## config.mk

```make
export PLATFORM = sky130hd
export DESIGN_NAME = adc_cal_sequencer
export DESIGN_NICKNAME = d
export VERILOG_FILES = /design/src/rtl/adc_cal_pkg.sv /design/src/rtl/adc_cal_sync.sv /design/src/rtl/adc_cal_timer.sv /design/src/rtl/adc_cal_drift.sv /design/src/rtl/adc_cal_sequencer.sv
export SDC_FILE = /design/constraint.sdc
export NUM_CORES = 1
export LEC_CHECK = 0
export BUFFER_PORTS_ARGS = -buffer_cell sky130_fd_sc_hd__buf_2
export CAP_MARGIN = 30
export CORE_MARGIN = 2
export CORE_UTILIZATION = 65
export CTS_CLUSTER_DIAMETER = 60
export CTS_CLUSTER_SIZE = 25
export DETAILED_ROUTE_END_ITERATION = 16
export GPL_TIMING_DRIVEN = 0
export MAX_ROUTING_LAYER = met4
export PLACE_DENSITY = 0.89
export SYNTH_ARGS = -nofsm -noshare
export SYNTH_HDL_FRONTEND = slang
export SYNTH_SLANG_ARGS = --single-unit
```

## constraint.sdc

```tcl
create_clock -name clk -period 14.5 [get_ports clk]
set_input_delay 2.175 -clock clk [delete_from_list [all_inputs] [get_ports clk]]
set_output_delay 2.175 -clock clk [all_outputs]
set_load 0.005 [all_outputs]
```

## src/rtl/adc_cal_pkg.sv

```systemverilog
package adc_cal_pkg;

  typedef enum logic [2:0] {
    CAL_IDLE,
    CAL_PULSE,
    CAL_ARM,
    CAL_WAIT,
    CAL_OK,
    CAL_EXPIRED
  } cal_state_t;

  // True when |cur - base| is strictly more than base/10, evaluated as 10*d > base
  function automatic logic drift_exceeds(input logic [31:0] base, input logic [31:0] cur);
    logic [31:0] d;
    logic [35:0] d10;
    d   = (cur >= base) ? (cur - base) : (base - cur);
    d10 = ({4'b0, d} << 3) + ({4'b0, d} << 1);
    return d10 > {4'b0, base};
  endfunction

endpackage

```

## src/rtl/adc_cal_sync.sv

```systemverilog
module adc_cal_sync (
  input  logic clk,
  input  logic rst_n,
  input  logic async_in,
  output logic level,
  output logic fell
);
  logic [1:0] sr;
  logic       lvl_d;

  always_ff @(posedge clk or negedge rst_n) begin
    if (!rst_n) begin
      sr    <= 2'b00;
      lvl_d <= 1'b0;
    end else begin
      sr    <= {sr[0], async_in};
      lvl_d <= sr[1];
    end
  end

  assign level = sr[1];
  assign fell  = lvl_d & ~sr[1];
endmodule

```

## src/rtl/adc_cal_timer.sv

```systemverilog
module adc_cal_timer #(
  parameter int W     = 8,
  parameter int LIMIT = 200
) (
  input  logic         clk,
  input  logic         rst_n,
  input  logic         clr,
  output logic [W-1:0] count
);
  localparam logic [W-1:0] SAT = W'(LIMIT);

  always_ff @(posedge clk or negedge rst_n) begin
    if (!rst_n)            count <= '0;
    else if (clr)          count <= '0;
    else if (count != SAT) count <= count + 1'b1;
  end
endmodule

```

## src/rtl/adc_cal_drift.sv

```systemverilog
module adc_cal_drift import adc_cal_pkg::*; #(
  parameter int PERIOD_W = 16
) (
  input  logic                clk,
  input  logic                rst_n,
  input  logic                capture,
  input  logic [PERIOD_W-1:0] period,
  input  logic                period_valid,
  output logic                drift
);
  logic [PERIOD_W-1:0] ref_q;
  logic                ref_valid_q;

  always_ff @(posedge clk or negedge rst_n) begin
    if (!rst_n) begin
      ref_q       <= '0;
      ref_valid_q <= 1'b0;
    end else if (capture && period_valid) begin
      ref_q       <= period;
      ref_valid_q <= 1'b1;
    end
  end

  assign drift = ref_valid_q & period_valid & drift_exceeds(32'(ref_q), 32'(period));

  p_equal_no_drift_r9: assert property (@(posedge clk) disable iff (!rst_n)
    (period_valid && period == ref_q) |-> !drift);
  p_no_ref_no_drift_r9: assert property (@(posedge clk) disable iff (!rst_n)
    !ref_valid_q |-> !drift);
endmodule

```

## src/rtl/adc_cal_sequencer.sv

```systemverilog
module adc_cal_sequencer import adc_cal_pkg::*; #(
  parameter int PERIOD_W      = 16,
  parameter int RST_PULSE_CYC = 4,
  parameter int TIMEOUT_CYC   = 100_000_000
) (
  input  logic                clk,
  input  logic                rst_n,
  input  logic                cal_req,
  input  logic [PERIOD_W-1:0] clk_period,
  input  logic                period_valid,
  input  logic                adc_ovr,
  output logic                adc_rst_n,
  output logic                cal_busy,
  output logic                cal_done,
  output logic                cal_timeout,
  output logic                drift_flag
);
  localparam int CNT_MAX = (TIMEOUT_CYC > RST_PULSE_CYC) ? TIMEOUT_CYC : RST_PULSE_CYC;
  localparam int TMR_W   = $clog2(CNT_MAX + 1);
  localparam logic [TMR_W-1:0] PULSE_LAST = TMR_W'(RST_PULSE_CYC - 1);
  localparam logic [TMR_W-1:0] WAIT_LAST  = TMR_W'(TIMEOUT_CYC - 1);
  localparam int LOW_W = $clog2(RST_PULSE_CYC + 2);

  cal_state_t       state_q, state_d;
  logic             pend_q;
  logic [TMR_W-1:0] tmr;
  logic             ovr_lvl, ovr_fell, drift_hit;
  logic             start_pulse, release_rst, tmr_clr, ref_capture, any_req;

  adc_cal_sync u_sync (
    .clk, .rst_n, .async_in(adc_ovr), .level(ovr_lvl), .fell(ovr_fell)
  );

  adc_cal_timer #(.W(TMR_W), .LIMIT(CNT_MAX)) u_tmr (
    .clk, .rst_n, .clr(tmr_clr), .count(tmr)
  );

  adc_cal_drift #(.PERIOD_W(PERIOD_W)) u_drift (
    .clk, .rst_n, .capture(ref_capture), .period(clk_period),
    .period_valid, .drift(drift_hit)
  );

  assign any_req = pend_q | cal_req | drift_hit;

  always_comb begin
    state_d = state_q;
    case (state_q)
      CAL_IDLE:    if (any_req) state_d = CAL_PULSE;
      CAL_PULSE:   if (tmr == PULSE_LAST) state_d = CAL_ARM;
      CAL_ARM: begin
        if (tmr == WAIT_LAST) state_d = CAL_EXPIRED;
        else if (ovr_lvl)     state_d = CAL_WAIT;
      end
      CAL_WAIT: begin
        if (ovr_fell)         state_d = CAL_OK;
        else if (tmr == WAIT_LAST) state_d = CAL_EXPIRED;
      end
      CAL_OK:      state_d = CAL_IDLE;
      CAL_EXPIRED: state_d = CAL_IDLE;
      default:     state_d = CAL_IDLE;
    endcase
  end

  // Named events: the timer restarts on pulse start and on reset release only
  assign start_pulse = (state_q == CAL_IDLE)  && (state_d == CAL_PULSE);
  assign release_rst = (state_q == CAL_PULSE) && (state_d == CAL_ARM);
  assign tmr_clr     = start_pulse | release_rst;
  assign ref_capture = (state_q == CAL_OK);

  always_ff @(posedge clk or negedge rst_n) begin
    if (!rst_n) begin
      state_q     <= CAL_IDLE;
      pend_q      <= 1'b1;
      adc_rst_n   <= 1'b1;
      cal_busy    <= 1'b0;
      cal_done    <= 1'b0;
      cal_timeout <= 1'b0;
    end else begin
      state_q   <= state_d;
      adc_rst_n <= (state_d != CAL_PULSE);
      cal_busy  <= (state_d == CAL_PULSE) || (state_d == CAL_ARM) || (state_d == CAL_WAIT);
      if (start_pulse)                        pend_q <= 1'b0;
      else if (cal_req && state_q != CAL_IDLE) pend_q <= 1'b1;
      if (start_pulse) begin
        cal_done    <= 1'b0;
        cal_timeout <= 1'b0;
      end else begin
        if (state_d == CAL_OK)      cal_done    <= 1'b1;
        if (state_d == CAL_EXPIRED) cal_timeout <= 1'b1;
      end
    end
  end

  assign drift_flag = drift_hit;

  // Checker-only low-time counter for the reset pulse
  logic [LOW_W-1:0] low_cnt;
  always_ff @(posedge clk or negedge rst_n) begin
    if (!rst_n)          low_cnt <= '0;
    else if (adc_rst_n)  low_cnt <= '0;
    else                 low_cnt <= low_cnt + 1'b1;
  end

  p_pulse_width_r3: assert property (@(posedge clk) disable iff (!rst_n)
    $rose(adc_rst_n) |-> (low_cnt == LOW_W'(RST_PULSE_CYC)));
  p_done_after_fall_r4: assert property (@(posedge clk) disable iff (!rst_n)
    $rose(cal_done) |-> $past(ovr_fell));
  p_status_excl_r4: assert property (@(posedge clk) disable iff (!rst_n)
    $onehot0({cal_busy, cal_done, cal_timeout}));
  p_released_while_wait_r4: assert property (@(posedge clk) disable iff (!rst_n)
    (state_q == CAL_WAIT) |-> adc_rst_n);
  p_idle_request_r6: assert property (@(posedge clk) disable iff (!rst_n)
    (state_q == CAL_IDLE && cal_req) |=> !adc_rst_n);
  p_pending_replay_r7: assert property (@(posedge clk) disable iff (!rst_n)
    ((state_q == CAL_OK || state_q == CAL_EXPIRED) && pend_q) |=> ##1 !adc_rst_n);
endmodule

```

==> impl_results.rst, run 1 <==
.. list-table::
   :header-rows: 1

   * - Metric
     - Value
   * - Status
     - complete, no violations
   * - TritonCTS clock tree
     - done
   * - Beginning of the worst hold path
     - u_sync.sr[0]$_DFF_PN0_
   * - DRT antenna net count
     - 0
   * - Reg2reg path depth
     - 31
   * - Number of fill cells
     - 600
   * - Post-Syn Area per Cell
     - between 8 and 9 µm²
   * - Number of clock sinks
     - 55
   * - Via count of the first global-routing pass
     - approximately 4,700
   * - Post-layout min period
     - 11.61 ns
   * - Endpoint type of the worst setup path
     - output pin
   * - Post-route clock period utilization
     - 0.800
   * - Gr ovfl total
     - 0
   * - Max_slew headroom
     - 0.485
   * - Diode insertion count for antenna repair
     - 0
   * - EDFF count, synth
     - 0
   * - Antenna violations before repair
     - 0
   * - Worst R2R End
     - state_q[0]$_DFF_PN0_
   * - Final weighted congestion in routability-driven placement
     - between 0.9 and 1
   * - Flip-flop and latch count after synthesis
     - 55
   * - Input/output buffers
     - 25
   * - Via density per instance
     - a little over 6
   * - Total of max-cap violations
     - 0
   * - Placeable Area
     - approximately 7800 µm²
   * - Half-perimeter wire length after placement
     - between 10,000 and 15,000 µm
   * - Setup Crit Path Kind
     - input pin to output pin
   * - Cell types occupying the most area after synthesis
     - sky130_fd_sc_hd__dfrtp_1, sky130_fd_sc_hd__ha_1, sky130_fd_sc_hd__nor2_1, sky130_fd_sc_hd__xor2_1, sky130_fd_sc_hd__nand2_1
   * - Final Hold Viols
     - 0
   * - CP Launch Type
     - input pin
   * - Proportion of synthesized chip area in sequential cells
     - 0.261
   * - DRC errors left
     - 0
   * - CTS Root Buffer Type
     - sky130_fd_sc_hd__clkbuf_8
   * - Initial standard-cell utilization of the core
     - 0.677
   * - Overall die width
     - roughly 94 µm
   * - Count of instances resized after the clock tree is built
     - 0
   * - Number of library cell types mapped by synthesis
     - 67
   * - Warnings, synthesis
     - 0
   * - Global-route wire length before repair
     - 21,700 µm
   * - 1st-iter DRT viols
     - 276
   * - Via count
     - 4,817
   * - Area enclosed by the die boundary
     - slightly below 9000 µm²
   * - Max Clk Rate
     - about 0.086 GHz
   * - Most used flip-flop cell after synthesis
     - sky130_fd_sc_hd__dfrtp_1
   * - Row cnt
     - 32
   * - CTS Buffer Depth
     - 2
   * - End-of-flow core utilization
     - 0.724
   * - Drt first pass iters
     - 5
   * - Number of hold buffers added after cts
     - 0
   * - Share of the synthesized area in the top cell type
     - 0.251
   * - Total standard cell area after synthesis
     - roughly 5300 µm²
   * - Final Slew Violations
     - 0
   * - Largest net degree at the start of global routing
     - 32
   * - Endpoint required time on the critical path
     - 12.32 ns
   * - CTS buffer count
     - 5
   * - Slew of the pin with the lowest slew margin
     - approximately 0.77 ns
   * - Final nets
     - around 760
   * - Total negative setup slack
     - 0 ns
   * - Layout Area Growth over Synthesis
     - 6.81%
   * - RSZ-0062 raised after global routing
     - no
   * - Drt total wl
     - 13,100 µm
   * - Worst Hold Endpoint
     - u_sync.sr[1]$_DFF_PN0_
   * - Skew final
     - between 0.009 and 0.01 ns
   * - Hold Crit Class
     - flip-flop to flip-flop
   * - Routed wire length per instance
     - roughly 17 µm
   * - Fraction of synthesis flops using an asynchronous set or reset pin
     - 1.00
   * - Biggest cell delay along the critical path
     - 0.51 ns
   * - Number of setup buffers added after CTS
     - 0
   * - Worst-path cell with the longest stage delay
     - sky130_fd_sc_hd__clkbuf_1
   * - Worst hold path depth
     - 0
   * - GR Util All Layers
     - 0.317
   * - Worst skew pair latency
     - 0.31 ns
   * - Reg-to-reg critical path startpoint
     - u_drift.ref_q[1]$_DFFE_PN0P_
   * - Number of H-tree levels
     - 2
   * - Number of ports placed on the die boundary
     - 26
   * - Register-to-register path setup slack
     - around 6.5 ns
   * - Number of instances in the synthesized netlist
     - approximately 640
   * - Net count after synthesis
     - about 730
   * - Clock slew at reported path FFs
     - roughly 0.1 ns
   * - Arrival time at the worst endpoint
     - around 9.4 ns
   * - Critical-path maximum fanout
     - 10
   * - Setup Viol. Count Final
     - 0
   * - Share of cells above drive strength 1
     - 0.100
   * - Vertical die dimension
     - between 90 and 100 µm
   * - Cell type with the largest total area after synthesis
     - sky130_fd_sc_hd__dfrtp_1
==> logic make-up after synthesis <==
family	share of synthesized area
adder cells (fa/ha/maj)	0.163
buffers and inverters	0.0575
multiplexers	0.0265
flip-flops	0.261
AO/OA/AOI/OAI	0.204
AND/OR/NAND/NOR	0.199
XOR/XNOR	0.0894
==> metrics by stage <==
stage / instance area [µm²] / hold slack [ns] / std cells / setup WS (ns)
2_1_floorplan: 5290 / 0.331 / 643 / 4.51
3_3_place_gp: 5540 / 0.336 / 770 / 3.18
3_5_place_dp: 5560 / 0.341 / 771 / 3.04
4_1_cts: 5650 / 0.365 / 779 / 3.02
5_1_grt: 5650 / 0.366 / 779 / 2.41
6_report: 5650 / 0.359 / 779 / 2.89
==> synth_stat cells (3+ instances only) <==
cell                        number
sky130_fd_sc_hd__nor2_1         67
sky130_fd_sc_hd__ha_1           64
sky130_fd_sc_hd__nand2_1        64
sky130_fd_sc_hd__inv_1          54
sky130_fd_sc_hd__dfrtp_1        53
sky130_fd_sc_hd__a21oi_1        38
sky130_fd_sc_hd__o21ai_0        34
sky130_fd_sc_hd__xor2_1         28
sky130_fd_sc_hd__xnor2_1        26
sky130_fd_sc_hd__nand3_1        18
sky130_fd_sc_hd__nand4_1        14
sky130_fd_sc_hd__and3_1         13
sky130_fd_sc_hd__a21o_1         12
sky130_fd_sc_hd__buf_2          12
sky130_fd_sc_hd__nor3_1         10
sky130_fd_sc_hd__o21bai_1        9
sky130_fd_sc_hd__mux2i_1         8
sky130_fd_sc_hd__a31oi_1         7
sky130_fd_sc_hd__a211oi_1        6
sky130_fd_sc_hd__o21a_1          6
sky130_fd_sc_hd__a211o_1         5
sky130_fd_sc_hd__clkbuf_1        5
sky130_fd_sc_hd__nor2b_1         5
sky130_fd_sc_hd__and2_1          4
sky130_fd_sc_hd__mux2_2          4
sky130_fd_sc_hd__nand2b_1        4
sky130_fd_sc_hd__nor4_1          4
sky130_fd_sc_hd__o2111ai_1       4
sky130_fd_sc_hd__o211ai_1        4
sky130_fd_sc_hd__or4_1           4
sky130_fd_sc_hd__a221oi_1        3
sky130_fd_sc_hd__a311o_1         3
sky130_fd_sc_hd__fa_1            3
sky130_fd_sc_hd__o22ai_1         3
sky130_fd_sc_hd__or2_2           3
sky130_fd_sc_hd__or3_1           3
==> placed cells by master (no fill, tap or decap), types with 10 or more instances in the layout <==
master                     n
sky130_fd_sc_hd__ha_1     64
sky130_fd_sc_hd__nand3_1  18
sky130_fd_sc_hd__inv_1    54
sky130_fd_sc_hd__nor3_1   10
sky130_fd_sc_hd__nand2_1  64
sky130_fd_sc_hd__dfrtp_1  53
sky130_fd_sc_hd__nor2_1   67
sky130_fd_sc_hd__a21oi_1  38
sky130_fd_sc_hd__and3_1   13
sky130_fd_sc_hd__xnor2_1  26
sky130_fd_sc_hd__nand4_1  14
sky130_fd_sc_hd__a21o_1   12
sky130_fd_sc_hd__xor2_1   28
sky130_fd_sc_hd__buf_2    37
sky130_fd_sc_hd__o21ai_0  34
==> critical path: cells and delay by family <==
family	cells	cell delay (ns)
AOI/OAI and AO/OA	15	3.43
xor gates and xnor gates	2	0.51
adders and majority gates	3	1.08
buffers and inverters	7	1.20
and+or+nand+nor	7	1.01
==> routing by layer <==
layer  GRT usage  wire [µm]
met5           -          0
met4      0.0966        306
met3      0.0217        570
met2       0.557       6660
met1       0.394       5590
==> how the worst max path moves through the flow <==
stage                   from          to  cells after the start
2_1_floorplan  clk_period[1]  drift_flag                     31
3_3_place_gp   clk_period[1]  drift_flag                     33
4_1_cts        clk_period[1]  drift_flag                     34
6_report       clk_period[1]  drift_flag                     34
3_5_place_dp   clk_period[1]  drift_flag                     33
5_1_grt        clk_period[1]  drift_flag                     34
==> flip-flops by register name (all words and copies together), names as in the netlist, 2 cells and up <==
| register | cells |
|---|---|
| state_q | 3 |
| u_sync.sr | 2 |
| u_tmr.count | 27 |
| u_drift.ref_q | 16 |
==> layout make-up <==
class / count / area (µm²) / area share
timing repair buffer: 26 / 145 / 0.0257
inverter: 54 / 203 / 0.0359
buffer: 20 / 101 / 0.0179
multi-input combinational: 514 / 3610 / 0.638
clock buffer: 5 / 68.8 / 0.0122
clock inverter: 3 / 18.8 / 0.00332
sequential: 55 / 1380 / 0.244
tap: 102 / 128 / 0.0226
Power of run 1 is not shown: default switching activity piles up to over one toggle a cycle in this logic, so the estimate is an artifact.
==> run 2, diff against run 1 <==
Settings changed: CORE_UTILIZATION 65 to 63, PLACE_DENSITY 0.89 to 0.87.
Clock period 14.5 ns to 12.1 ns, I/O delays scaled along.
==> run 2 against run 1 <==
Against the previous run: critical path depth shrank 1; clock skew is 0.011 ns higher; non-clock buffer count did not move; critical endpoint unchanged; largest cell class unchanged; critical path type unchanged; wire length is 3.1% higher; register-to-register slack got worse by 2.5 ns; worst setup slack worse by 1.9 ns; clock-buffer cell count stayed put; sequential share of layout area decreased by 0.14 points; design area increased by 0.58%; die area rose by 3.0%.
==> impl_results.rst, run 2 (synthesis gave the netlist of run 1 again) <==
.. list-table::
   :header-rows: 1

   * - Metric
     - Value
   * - Status
     - complete, no violations
   * - Diode insertion count for antenna repair
     - 0
   * - Number of H-tree levels
     - 2
   * - Reg-to-reg critical path startpoint
     - u_drift.ref_q[1]$_DFFE_PN0P_
   * - Arrival time at the worst endpoint
     - around 9.3 ns
   * - DRT antenna net count
     - 0
   * - Half-perimeter wire length after placement
     - 10,700 µm
   * - Drt total wl
     - roughly 14,000 µm
   * - Reg2reg path depth
     - 30
   * - Largest net degree at the start of global routing
     - 34
   * - Setup Viol. Count Final
     - 0
   * - Initial standard-cell utilization of the core
     - 0.647
   * - Worst-path cell with the longest stage delay
     - sky130_fd_sc_hd__or4_1
   * - CP Launch Type
     - input pin
   * - Register-to-register path setup slack
     - 4.00 ns
   * - Worst hold path depth
     - 0
   * - Global-route wire length before repair
     - between 20,000 and 25,000 µm
   * - Number of ports placed on the die boundary
     - 26
   * - Row cnt
     - 33
   * - Routed wire length per instance
     - around 17 µm
   * - Beginning of the worst hold path
     - u_sync.sr[0]$_DFF_PN0_
   * - Post-route clock period utilization
     - 0.915
   * - Clock slew at reported path FFs
     - 0.10 ns
   * - Max_slew headroom
     - 0.354
   * - Share of cells above drive strength 1
     - 0.100
   * - Number of hold buffers added after cts
     - 0
   * - Via density per instance
     - 6.29
   * - Worst skew pair latency
     - 0.33 ns
   * - Antenna violations before repair
     - 0
   * - Max reg flops
     - 27
   * - Setup Crit Path Kind
     - input pin to output pin
   * - Slew of the pin with the lowest slew margin
     - approximately 0.96 ns
   * - Final Hold Viols
     - 0
   * - Post-layout min period
     - approximately 11 ns
   * - Final weighted congestion in routability-driven placement
     - between 1 and 1.5
   * - Critical-path maximum fanout
     - 10
   * - TritonCTS clock tree
     - done
   * - Largest Register
     - u_tmr.count
   * - Via count
     - 4,916
   * - Max Clk Rate
     - roughly 0.09 GHz
   * - Number of setup buffers added after CTS
     - 0
   * - Number of clock sinks
     - 55
   * - Endpoint required time on the critical path
     - just over 10 ns
   * - Commonest cells after routing, fill and taps aside
     - sky130_fd_sc_hd__nor2_1, sky130_fd_sc_hd__nand2_1, sky130_fd_sc_hd__ha_1
   * - Overall die width
     - about 96 µm
   * - Total of max-cap violations
     - 0
   * - Layout Area Growth over Synthesis
     - 7.43%
   * - GR Util All Layers
     - 0.318
   * - Worst Hold Endpoint
     - u_sync.sr[1]$_DFF_PN0_
   * - RSZ-0062 raised after global routing
     - no
   * - Total negative setup slack
     - 0 ns
   * - Largest registers
     - u_tmr.count x27, u_drift.ref_q x16, state_q x3
   * - Placeable Area
     - about 8000 µm²
   * - CTS Buffer Depth
     - 2
   * - 1st-iter DRT viols
     - 270
   * - Most common cell after layout, fill and taps aside
     - sky130_fd_sc_hd__nor2_1
   * - Biggest cell delay along the critical path
     - about 0.61 ns
   * - Area enclosed by the die boundary
     - 9140 µm²
   * - Cell count after placement
     - 774
   * - Final nets
     - roughly 760
   * - Endpoint type of the worst setup path
     - output pin
   * - Count of instances resized after the clock tree is built
     - 0
   * - Worst R2R End
     - state_q[0]$_DFF_PN0_
   * - CTS Root Buffer Type
     - sky130_fd_sc_hd__clkbuf_8
   * - CTS buffer count
     - 5
   * - Input/output buffers
     - 25
   * - Final Instance Count excl. Fillers
     - slightly below 800
   * - DRC errors left
     - 0
   * - Drt first pass iters
     - 7
   * - Via count of the first global-routing pass
     - just under 5,000
   * - Skew final
     - 0.0209 ns
   * - Gr ovfl total
     - 0
   * - Final Slew Violations
     - 0
   * - Vertical die dimension
     - between 90 and 100 µm
   * - Hold Crit Class
     - flip-flop to flip-flop
==> run 2: stage by stage <==
step	hold slack (ns)	setup WS [ns]	instance area (µm²)	util
2_1_floorplan	0.331	2.83	5290	-
3_3_place_gp	0.338	1.54	5550	0.678
3_5_place_dp	0.339	1.28	5570	0.681
4_1_cts	0.363	1.18	5680	0.695
5_1_grt	0.366	0.665	5680	0.695
6_report	0.360	1.03	5680	0.695
==> run 2: layer usage <==
layer / GRT usage / vias up / part of all wire
li1: - / 2332 / -
met1: 0.376 / 2352 / 0.41
met2: 0.544 / 173 / 0.49
met3: 0.0324 / 59 / 0.050
met4: 0.151 / 0 / 0.047
met5: - / - / 0
==> run 2: worst max-delay path by stage <==
stage	start	end	slack (ns)	cells after the start
after floorplan	clk_period[1]	drift_flag	2.83	31
after global placement	clk_period[1]	drift_flag	1.54	33
after detailed placement	clk_period[1]	drift_flag	1.28	33
after CTS	clk_period[1]	drift_flag	1.18	33
after global routing	clk_period[1]	drift_flag	0.66	33
final	clk_period[1]	drift_flag	1.03	33
==> run 2: layout make-up <==
class	instances	area [µm²]
Timing Repair Buffer	26	145
Multi-Input combinational cell	514	3610
Inverter	54	203
Fill cell	669	2490
Tap cell	105	131
Sequential cell	55	1380
Clock buffer	5	68.8
Buffer	20	101
Clock inverter	3	47.5
==> run 2: worst max-delay path: cells and delay by family <==
kind	cells	cell delay, ns
AO/OA/AOI/OAI	11	2.55
AND/OR/NAND/NOR	9	1.84
buffers and inverters	7	1.27
adder cells (fa/ha/maj)	3	1.12
XOR/XNOR	2	0.50
multiplexers	1	0.15
Power of run 2 is left out for the same reason.
